### config.mk
export PLATFORM = sky130hd
export DESIGN_NAME = blk_xlate_top
export DESIGN_NICKNAME = d
export VERILOG_FILES = /design/src/rtl/blkx_pkg.sv /design/src/rtl/blkx_spr_decode.sv /design/src/rtl/blkx_pair_bank.sv /design/src/rtl/blkx_entry_cmp.sv /design/src/rtl/blkx_side_lookup.sv /design/src/rtl/blk_xlate_top.sv
export SDC_FILE = /design/constraint.sdc
export NUM_CORES = 2
export LEC_CHECK = 0
export BUFFER_PORTS_ARGS = -buffer_cell sky130_fd_sc_hd__buf_4
export CAP_MARGIN = 0
export CORE_MARGIN = 1.5
export CORE_UTILIZATION = 65
export DETAILED_ROUTE_END_ITERATION = 16
export PLACE_DENSITY_LB_ADDON = 0.3
export SETUP_SLACK_MARGIN = 0.15
export SYNTH_ARGS = -nofsm -noshare
export SYNTH_HDL_FRONTEND = slang
export SYNTH_SLANG_ARGS = --single-unit
### constraint.sdc
create_clock -name clk -period 8.95 [get_ports clk]
set_input_delay 0 -clock clk [delete_from_list [all_inputs] [get_ports clk]]
set_output_delay 0 -clock clk [all_outputs]
set_load 0.01 [all_outputs]
### src/rtl/blkx_pkg.sv
package blkx_pkg;
    localparam int unsigned SPR_IDX_W = 3;
    localparam int unsigned BLK_LSB   = 17;
    localparam int unsigned BL_LSB    = 2;
    localparam int unsigned BL_W      = 11;
    localparam int unsigned PG_LSB    = 12;
    localparam int unsigned VS_BIT    = 1;
    localparam int unsigned VP_BIT    = 0;

    typedef enum logic {SIDE_INSN = 1'b0, SIDE_DATA = 1'b1} side_e;
    typedef enum logic {WORD_UP = 1'b0, WORD_LO = 1'b1} word_e;
    typedef enum logic {RS_IDLE = 1'b0, RS_HOLD = 1'b1} rstate_e;

    typedef struct packed {
        logic                 ok;
        side_e                side;
        logic [SPR_IDX_W-1:0] idx;
        word_e                word;
    } sprsel_t;

    typedef struct packed {
        logic        hit;
        logic        untrans;
        logic [31:0] pa;
    } xres_t;
endpackage

### src/rtl/blkx_spr_decode.sv
module blkx_spr_decode
    import blkx_pkg::*;
#(
    parameter int unsigned SPRW = 10
) (
    input  logic [SPRW-1:0] num,
    output sprsel_t         sel
);
    localparam logic [4:0] GRP_LO = 5'h10;
    localparam logic [4:0] GRP_HI = 5'h11;

    logic [4:0] grp;
    logic       dec_unused;

    assign grp        = num[9:5];
    assign dec_unused = num[4];

    always_comb begin
        sel.ok   = (grp == GRP_LO) || (grp == GRP_HI);
        sel.side = side_e'(num[3]);
        sel.idx  = {num[5], num[2:1]};
        sel.word = word_e'(num[0]);
    end
endmodule

### src/rtl/blkx_pair_bank.sv
module blkx_pair_bank
    import blkx_pkg::*;
#(
    parameter int unsigned N_ENT = 8,
    parameter int unsigned AW    = 32,
    localparam int unsigned IDX_W = $clog2(N_ENT)
) (
    input  logic                       clk,
    input  logic                       rst_n,
    input  logic                       we,
    input  logic [IDX_W-1:0]           idx,
    input  word_e                      word,
    input  logic [AW-1:0]              wdata,
    output logic [N_ENT-1:0][AW-1:0]   up_q,
    output logic [N_ENT-1:0][AW-1:0]   lo_q
);
    for (genvar e = 0; e < N_ENT; e++) begin : g_ent
        logic sel_e;
        assign sel_e = we && (idx == IDX_W'(e));

        always_ff @(posedge clk) begin
            if (!rst_n) begin
                up_q[e] <= '0;
                lo_q[e] <= '0;
            end else if (sel_e) begin
                if (word == WORD_UP) up_q[e] <= wdata;
                else                 lo_q[e] <= wdata;
            end
        end
    end

    AST_BANK_HOLD: assert property (@(posedge clk) disable iff (!rst_n)
        !we |=> ($stable(up_q) && $stable(lo_q)));
endmodule

### src/rtl/blkx_entry_cmp.sv
module blkx_entry_cmp
    import blkx_pkg::*;
#(
    parameter int unsigned AW = 32
) (
    input  logic [AW-1:0] up,
    input  logic [AW-1:0] lo,
    input  logic [AW-1:0] ea,
    input  logic          user,
    output logic          match,
    output logic [AW-1:0] pa
);
    localparam logic [AW-1:0] BLK_FIELD = {{(AW-BLK_LSB){1'b1}}, {BLK_LSB{1'b0}}};
    localparam logic [AW-1:0] PG_FIELD  = {{(AW-PG_LSB){1'b1}}, {PG_LSB{1'b0}}};

    logic          vsel;
    logic [AW-1:0] bl_sh;
    logic [AW-1:0] cmp_mask;
    logic [AW-1:0] bepi;
    logic [AW-1:0] base;

    always_comb begin
        vsel     = user ? up[VP_BIT] : up[VS_BIT];
        bl_sh    = {{(AW-BL_W){1'b0}}, up[BL_LSB +: BL_W]} << BLK_LSB;
        cmp_mask = BLK_FIELD & ~bl_sh;
        bepi     = up & BLK_FIELD;
        match    = vsel && (bepi == (ea & cmp_mask));
        base     = (lo & BLK_FIELD) + ((ea & PG_FIELD) - bepi);
        pa       = {base[AW-1:PG_LSB], ea[PG_LSB-1:0]};
    end
endmodule

### src/rtl/blkx_side_lookup.sv
module blkx_side_lookup
    import blkx_pkg::*;
#(
    parameter int unsigned N_ENT = 8,
    parameter int unsigned AW    = 32
) (
    input  logic                     clk,
    input  logic                     rst_n,
    input  logic [N_ENT-1:0][AW-1:0] up_q,
    input  logic [N_ENT-1:0][AW-1:0] lo_q,
    input  logic [AW-1:0]            ea,
    input  logic                     user,
    input  logic                     en,
    output xres_t                    res
);
    logic [N_ENT-1:0]         match;
    logic [N_ENT-1:0]         grant;
    logic [N_ENT-1:0][AW-1:0] cand;
    logic [AW-1:0]            pa_sel;

    for (genvar e = 0; e < N_ENT; e++) begin : g_cmp
        blkx_entry_cmp #(.AW(AW)) u_cmp (
            .up    (up_q[e]),
            .lo    (lo_q[e]),
            .ea    (ea),
            .user  (user),
            .match (match[e]),
            .pa    (cand[e])
        );
    end

    assign grant = match & (~match + N_ENT'(1));

    always_comb begin
        pa_sel = '0;
        for (int e = 0; e < N_ENT; e++) begin
            if (grant[e]) pa_sel = pa_sel | cand[e];
        end
    end

    always_comb begin
        if (!en) begin
            res.hit     = 1'b0;
            res.untrans = 1'b1;
            res.pa      = ea;
        end else begin
            res.hit     = |match;
            res.untrans = 1'b0;
            res.pa      = pa_sel;
        end
    end

    AST_LOWEST_WINS: assert property (@(posedge clk) disable iff (!rst_n)
        (|grant) |-> ((((grant - N_ENT'(1)) & match) == '0) && ((grant & match) == grant)));
endmodule

### src/rtl/blk_xlate_top.sv
module blk_xlate_top
    import blkx_pkg::*;
#(
    parameter int unsigned N_ENT = 8,
    parameter int unsigned AW    = 32,
    parameter int unsigned SPRW  = 10
) (
    input  logic            clk,
    input  logic            rst_n,
    input  logic            spr_we,
    input  logic [SPRW-1:0] spr_num,
    input  logic [AW-1:0]   spr_wdata,
    output logic [AW-1:0]   spr_rdata,
    input  logic            priv_user,
    input  logic            xlate_en_i,
    input  logic            xlate_en_d,
    input  logic            side_data,
    input  logic            lk_req,
    input  logic [AW-1:0]   eff_addr,
    output logic            hit,
    output logic            untrans,
    output logic [AW-1:0]   phys_addr,
    output logic            flush,
    output logic            res_valid,
    output logic            res_hit,
    output logic            res_untrans,
    output logic [AW-1:0]   res_paddr
);
    localparam int unsigned N_SIDE = 2;
    localparam int unsigned IDX_W  = $clog2(N_ENT);

    sprsel_t                  sel;
    logic                     wr_ok;
    logic [N_SIDE-1:0]        en_vec;
    logic [N_ENT-1:0][AW-1:0] up_q [N_SIDE];
    logic [N_ENT-1:0][AW-1:0] lo_q [N_SIDE];
    xres_t                    side_res [N_SIDE];
    xres_t                    cur;
    logic                     rd_side;
    logic                     flush_q;
    rstate_e                  state_q, state_d;

    blkx_spr_decode #(.SPRW(SPRW)) u_dec (
        .num (spr_num),
        .sel (sel)
    );

    assign wr_ok  = spr_we && sel.ok;
    assign en_vec = {xlate_en_d, xlate_en_i};

    for (genvar s = 0; s < N_SIDE; s++) begin : g_side
        logic we_s;
        assign we_s = wr_ok && (sel.side == side_e'(s));

        blkx_pair_bank #(.N_ENT(N_ENT), .AW(AW)) u_bank (
            .clk   (clk),
            .rst_n (rst_n),
            .we    (we_s),
            .idx   (IDX_W'(sel.idx)),
            .word  (sel.word),
            .wdata (spr_wdata),
            .up_q  (up_q[s]),
            .lo_q  (lo_q[s])
        );

        blkx_side_lookup #(.N_ENT(N_ENT), .AW(AW)) u_look (
            .clk   (clk),
            .rst_n (rst_n),
            .up_q  (up_q[s]),
            .lo_q  (lo_q[s]),
            .ea    (eff_addr),
            .user  (priv_user),
            .en    (en_vec[s]),
            .res   (side_res[s])
        );
    end

    // register read port
    assign rd_side = (sel.side == SIDE_DATA);
    always_comb begin
        spr_rdata = '0;
        if (sel.ok) begin
            if (sel.word == WORD_UP) spr_rdata = up_q[rd_side][sel.idx];
            else                     spr_rdata = lo_q[rd_side][sel.idx];
        end
    end

    // combinational lookup outputs
    assign cur       = side_data ? side_res[1] : side_res[0];
    assign hit       = cur.hit;
    assign untrans   = cur.untrans;
    assign phys_addr = cur.pa;

    // flush pulse
    always_ff @(posedge clk) begin
        if (!rst_n) flush_q <= 1'b0;
        else        flush_q <= wr_ok;
    end
    assign flush = flush_q;

    // result sequencer: state register
    always_ff @(posedge clk) begin
        if (!rst_n) state_q <= RS_IDLE;
        else        state_q <= state_d;
    end

    always_comb begin
        state_d = state_q;
        unique case (state_q)
            RS_IDLE: state_d = lk_req ? RS_HOLD : RS_IDLE;
            RS_HOLD: state_d = lk_req ? RS_HOLD : RS_IDLE;
            default: state_d = RS_IDLE;
        endcase
    end

    // result sequencer: outputs
    always_ff @(posedge clk) begin
        if (!rst_n) begin
            res_hit     <= 1'b0;
            res_untrans <= 1'b0;
            res_paddr   <= '0;
        end else if (lk_req) begin
            res_hit     <= cur.hit;
            res_untrans <= cur.untrans;
            res_paddr   <= cur.pa;
        end
    end
    assign res_valid = (state_q == RS_HOLD);

    AST_FLUSH_ON_WRITE: assert property (@(posedge clk) disable iff (!rst_n)
        (spr_we && sel.ok) |=> flush);
    AST_FLUSH_QUIET: assert property (@(posedge clk) disable iff (!rst_n)
        !(spr_we && sel.ok) |=> !flush);
    AST_BADNUM_NO_FLUSH: assert property (@(posedge clk) disable iff (!rst_n)
        (spr_we && !sel.ok) |=> !flush);
    AST_IDENTITY_PASS: assert property (@(posedge clk) disable iff (!rst_n)
        untrans |-> (phys_addr == eff_addr && !hit));
    AST_MISS_ZERO: assert property (@(posedge clk) disable iff (!rst_n)
        (!hit && !untrans) |-> (phys_addr == '0));
    AST_RES_STROBE: assert property (@(posedge clk) disable iff (!rst_n)
        lk_req |=> res_valid);
    AST_RES_IDLE: assert property (@(posedge clk) disable iff (!rst_n)
        !lk_req |=> !res_valid);
    AST_RES_CAPTURE: assert property (@(posedge clk) disable iff (!rst_n)
        lk_req |=> (res_paddr == $past(phys_addr) && res_hit == $past(hit)
                    && res_untrans == $past(untrans)));
endmodule

==> summary.txt <==
Routing
  – Final WL: 294 mm
  – Initial DRC Count: 10200
  – DR DRC count: 0
  – Vias per cell: 6.70
  – WL/cell: 28.9 um
  – Pre-antenna DRT Iters: 7
  – Routed vias: 68100
  – DRT antenna net count: 0

Clock tree
  – Post-CTS resize count: 0
  – H-tree depth: 3
  – Clk_lat worst skew: 790 ps
  – Reg clk slew, reported paths: 60 ps
  – Clk buf depth: 3
  – CTS tree: built
  – Post-CTS setup buffer count: 0
  – CTS root buf: clkbuf_16
  – Num CTS Buffers: 114
  – CTS Sinks: 1060
  – Hold Buf Count CTS: 60

Pwr
  – Leak Pwr: 28.2 nW
  – Internal power: 8.39 mW
  – Sw Ratio: 0.296
  – Power per Cell Area: 155 mW/mm^2
  – Combinational power share: 0.166
  – Clock Power Share: 0.436
  – Max VDD drop: 0.000172 V
  – Sequential share of power: 0.398
  – Sw Pwr: 3.53 mW

Timing
  – Slew @ Worst Pin: 1470 ps
  – Fin. Hold Viols: 0
  – Final setup vio count: 0
  – RSZ-0062 raised after global routing: false
  – Final TNS setup: 0 ps
  – Max Slew Vio Count: 0
  – Final min period: 6260 ps
  – Clock Skew: 78.6 ps
  – Hold WS: 99.9 ps
  – Rel. slew slack: 0.0148
  – Final setup margin: 2690 ps
  – Tcrit/Tclk final: 0.700
  – F_max: 160 MHz

Setup path
  – Worst endpoint required time: 8950 ps
  – Peak fanout along the critical path: 14
  – Crit path DAT: 6260 ps
  – Critical Path Sink Type: primary output
  – CP Class: flop to primary output
  – Worst reg2reg path depth: 11
  – Crit path launch type: flop

Job
  – MaxCap Viol Count: 0

Place
  – Port-buffer cells: 182
  – DPL Wire Length: 212 mm
  – Dpl cells: 9880
  – Gpl congestion: 1.15
  – Dpl cell area: 0.0720 mm^2
  – Placement Setup Slack: 3720 ps

Die
  – Std-Cell Rows: 120
  – Core ar.: 0.107 mm^2
  – Die Span X: 331 um
  – I/O pin total: 184
  – Starting Density: 0.654
  – Die Y: 331 um
  – Die Area: 0.109 mm^2

Synthesis
  – Main synth FF type: dfxtp_1
  – Syn avg cell area: 8.01 um^2
  – Register bit total from synthesis: 1060
  – Number of flops mapped to enable cells by yosys: 0
  – Mapped Nets: 9304
  – Asr flop ratio synth: 0
  – Synthesized cell area: 0.0698 mm^2
  – Synth unique cells: 91
  – Synth Warn #: 0
  – Cells after Synth: 8721
  – Post-synthesis sequential area ratio: 0.304

Outcome
  – Status: completed

Global routing
  – Pin count of the biggest net entering global routing: 240
  – Gr ovfl total: 0
  – Total track usage: 0.528
  – Initial antenna violation count: 18
  – First-pass GRT wire length: 418 mm
  – Vias in the first global route: 63200

Layout
  – Final Cell Area: 0.0767 mm^2
  – Final Non-Filler Cells: 10200
  – Share of cells above drive strength 1: 0.102
  – Count of filler cells inserted in the layout: 8113
  – Nets: 9236
  – Synth-to-layout area growth: 9.90%

Hold path
  – Hold Crit Class: primary input to flop
  – Hold depth: 6
## registers in the layout, indices dropped and copies added, names as in the netlist
name	count
flush	1
g_side.u_bank.lo_q	512
res_hit	1
res_untrans	1
res_valid	1
res_paddr	32
g_side.u_bank.up_q	512
## per-stage QoR
stage | util | power [mW]
2_1_floorplan | - | 6.07
4_1_cts | 0.718 | 11.8
6_report | 0.719 | 11.9
3_5_place_dp | 0.674 | 6.69
3_3_place_gp | 0.674 | 6.67
5_1_grt | 0.718 | 12.1
## cell families after synthesis
group,synth area share
simple gates,0.196
compound gates,0.149
fa+ha+maj,0.114
flops,0.304
buf+inv,0.0710
xor+xnor,0.0522
mux,0.114
## metal layers
layer  up-vias  part of all wire  GRT usage
met4        16              0.10      0.444
met3      1275              0.16      0.220
li1      29100                 -          -
met1     32100              0.35      0.659
met2      5647              0.39      0.702
met5         -           0.00033          0
## power groups by stage
stage / registers (mW) / clock network [mW] / logic [mW]
floorplan: 4.84 / 0 / 1.22
global placement: 4.84 / 0 / 1.83
detailed placement: 4.84 / 0 / 1.84
CTS: 4.74 / 5.15 / 1.88
global route: 4.74 / 5.33 / 2.07
finish: 4.74 / 5.19 / 1.98
## critical path, stage by stage, from the launching register on
cell and delay, ps:
dfxtp_1 320, mux2i_1 610, or3_4 280, nor4_2 50, buf_4 210, nor3_1 850
nand3_1 410, nor3b_1 1150, a222oi_1 270, o311ai_1 400, a21oi_1 580, inv_1 190
buf_4 140
## cells in the mapped netlist (9+ instances only)
master | count | area share
xnor2_1 | 318 | 0.040
nor3_1 | 44 | 0.0032
nor4_1 | 51 | 0.0046
nand2b_1 | 35 | 0.0031
inv_1 | 770 | 0.041
a211oi_1 | 30 | 0.0032
nor2b_1 | 177 | 0.016
fa_1 | 224 | 0.064
or3_1 | 20 | 0.0018
nand2_1 | 2299 | 0.12
o31ai_1 | 21 | 0.0023
a22oi_1 | 9 | 0.00097
o21bai_1 | 25 | 0.0027
ha_1 | 277 | 0.050
nand4_1 | 90 | 0.0081
mux4_2 | 320 | 0.10
a31oi_1 | 41 | 0.0037
dfxtp_1 | 1060 | 0.30
nor2_1 | 262 | 0.014
o21ai_0 | 147 | 0.011
nand3b_1 | 9 | 0.00097
o22ai_1 | 19 | 0.0017
mux2i_1 | 72 | 0.010
or2_2 | 10 | 0.00090
clkbuf_1 | 498 | 0.027
a221oi_1 | 18 | 0.0023
o21a_1 | 26 | 0.0028
and3_1 | 32 | 0.0029
nand3_1 | 103 | 0.0074
o221ai_1 | 16 | 0.0020
buf_1 | 34 | 0.0018
and2_1 | 35 | 0.0031
a21o_1 | 96 | 0.010
xor2_1 | 98 | 0.012
a21oi_1 | 1240 | 0.089
a41oi_1 | 10 | 0.0013
o211ai_1 | 20 | 0.0022
## layout make-up
type	count	area [um^2]	area share
inverter	771	2900	0.0378
clock buffer	161	3260	0.0425
multi-input combinational	6350	43800	0.571
antenna	18	45.0	0.000587
sequential	1060	21200	0.277
tap	1403	1760	0.0229
timing repair buffer	356	2890	0.0376
clock inverter	54	842	0.0110
## path summary, 6_finish.rpt
check	from	end	slack, ps
setup reg to reg	g_side[0].u_bank.up_q[0]	res_paddr[21]	3430
hold / removal	xlate_en_i	res_paddr[16]	100
setup / recovery	g_side[0].u_bank.up_q[0]	phys_addr[21]	2690
hold reg to reg	g_side[0].u_bank.lo_q[229]	g_side[0].u_bank.lo_q[229]	450
## cell usage in the layout (no fill, tap or decap), types with 20 or more instances in the layout
cell / Yosys / final
nand2_1: 2299 / 2296
a21oi_1: 1240 / 1240
dfxtp_1: 1060 / 1060
inv_1: 770 / 770
mux4_2: 320 / 320
xnor2_1: 318 / 318
buf_4: 0 / 290
ha_1: 277 / 277
nor2_1: 262 / 230
fa_1: 224 / 224
nor2b_1: 177 / 177
o21ai_0: 147 / 147
clkbuf_16: 0 / 115
nand3_1: 103 / 103
xor2_1: 98 / 98
a21o_1: 96 / 96
nand4_1: 90 / 90
mux2i_1: 72 / 72
dlygate4sd3_1: 0 / 60
nor4_1: 51 / 49
nor3_1: 44 / 44
a31oi_1: 41 / 41
nand2b_1: 35 / 35
and2_1: 35 / 35
and3_1: 32 / 32
a211oi_1: 30 / 30
o21a_1: 26 / 26
o21bai_1: 25 / 25
clkbuf_1: 498 / 25
clkbuf_8: 0 / 21
o31ai_1: 21 / 20
o211ai_1: 20 / 20
or3_1: 20 / 20
nor2_2: 0 / 20
No activity file was read; power rests on OpenSTA's default activity.
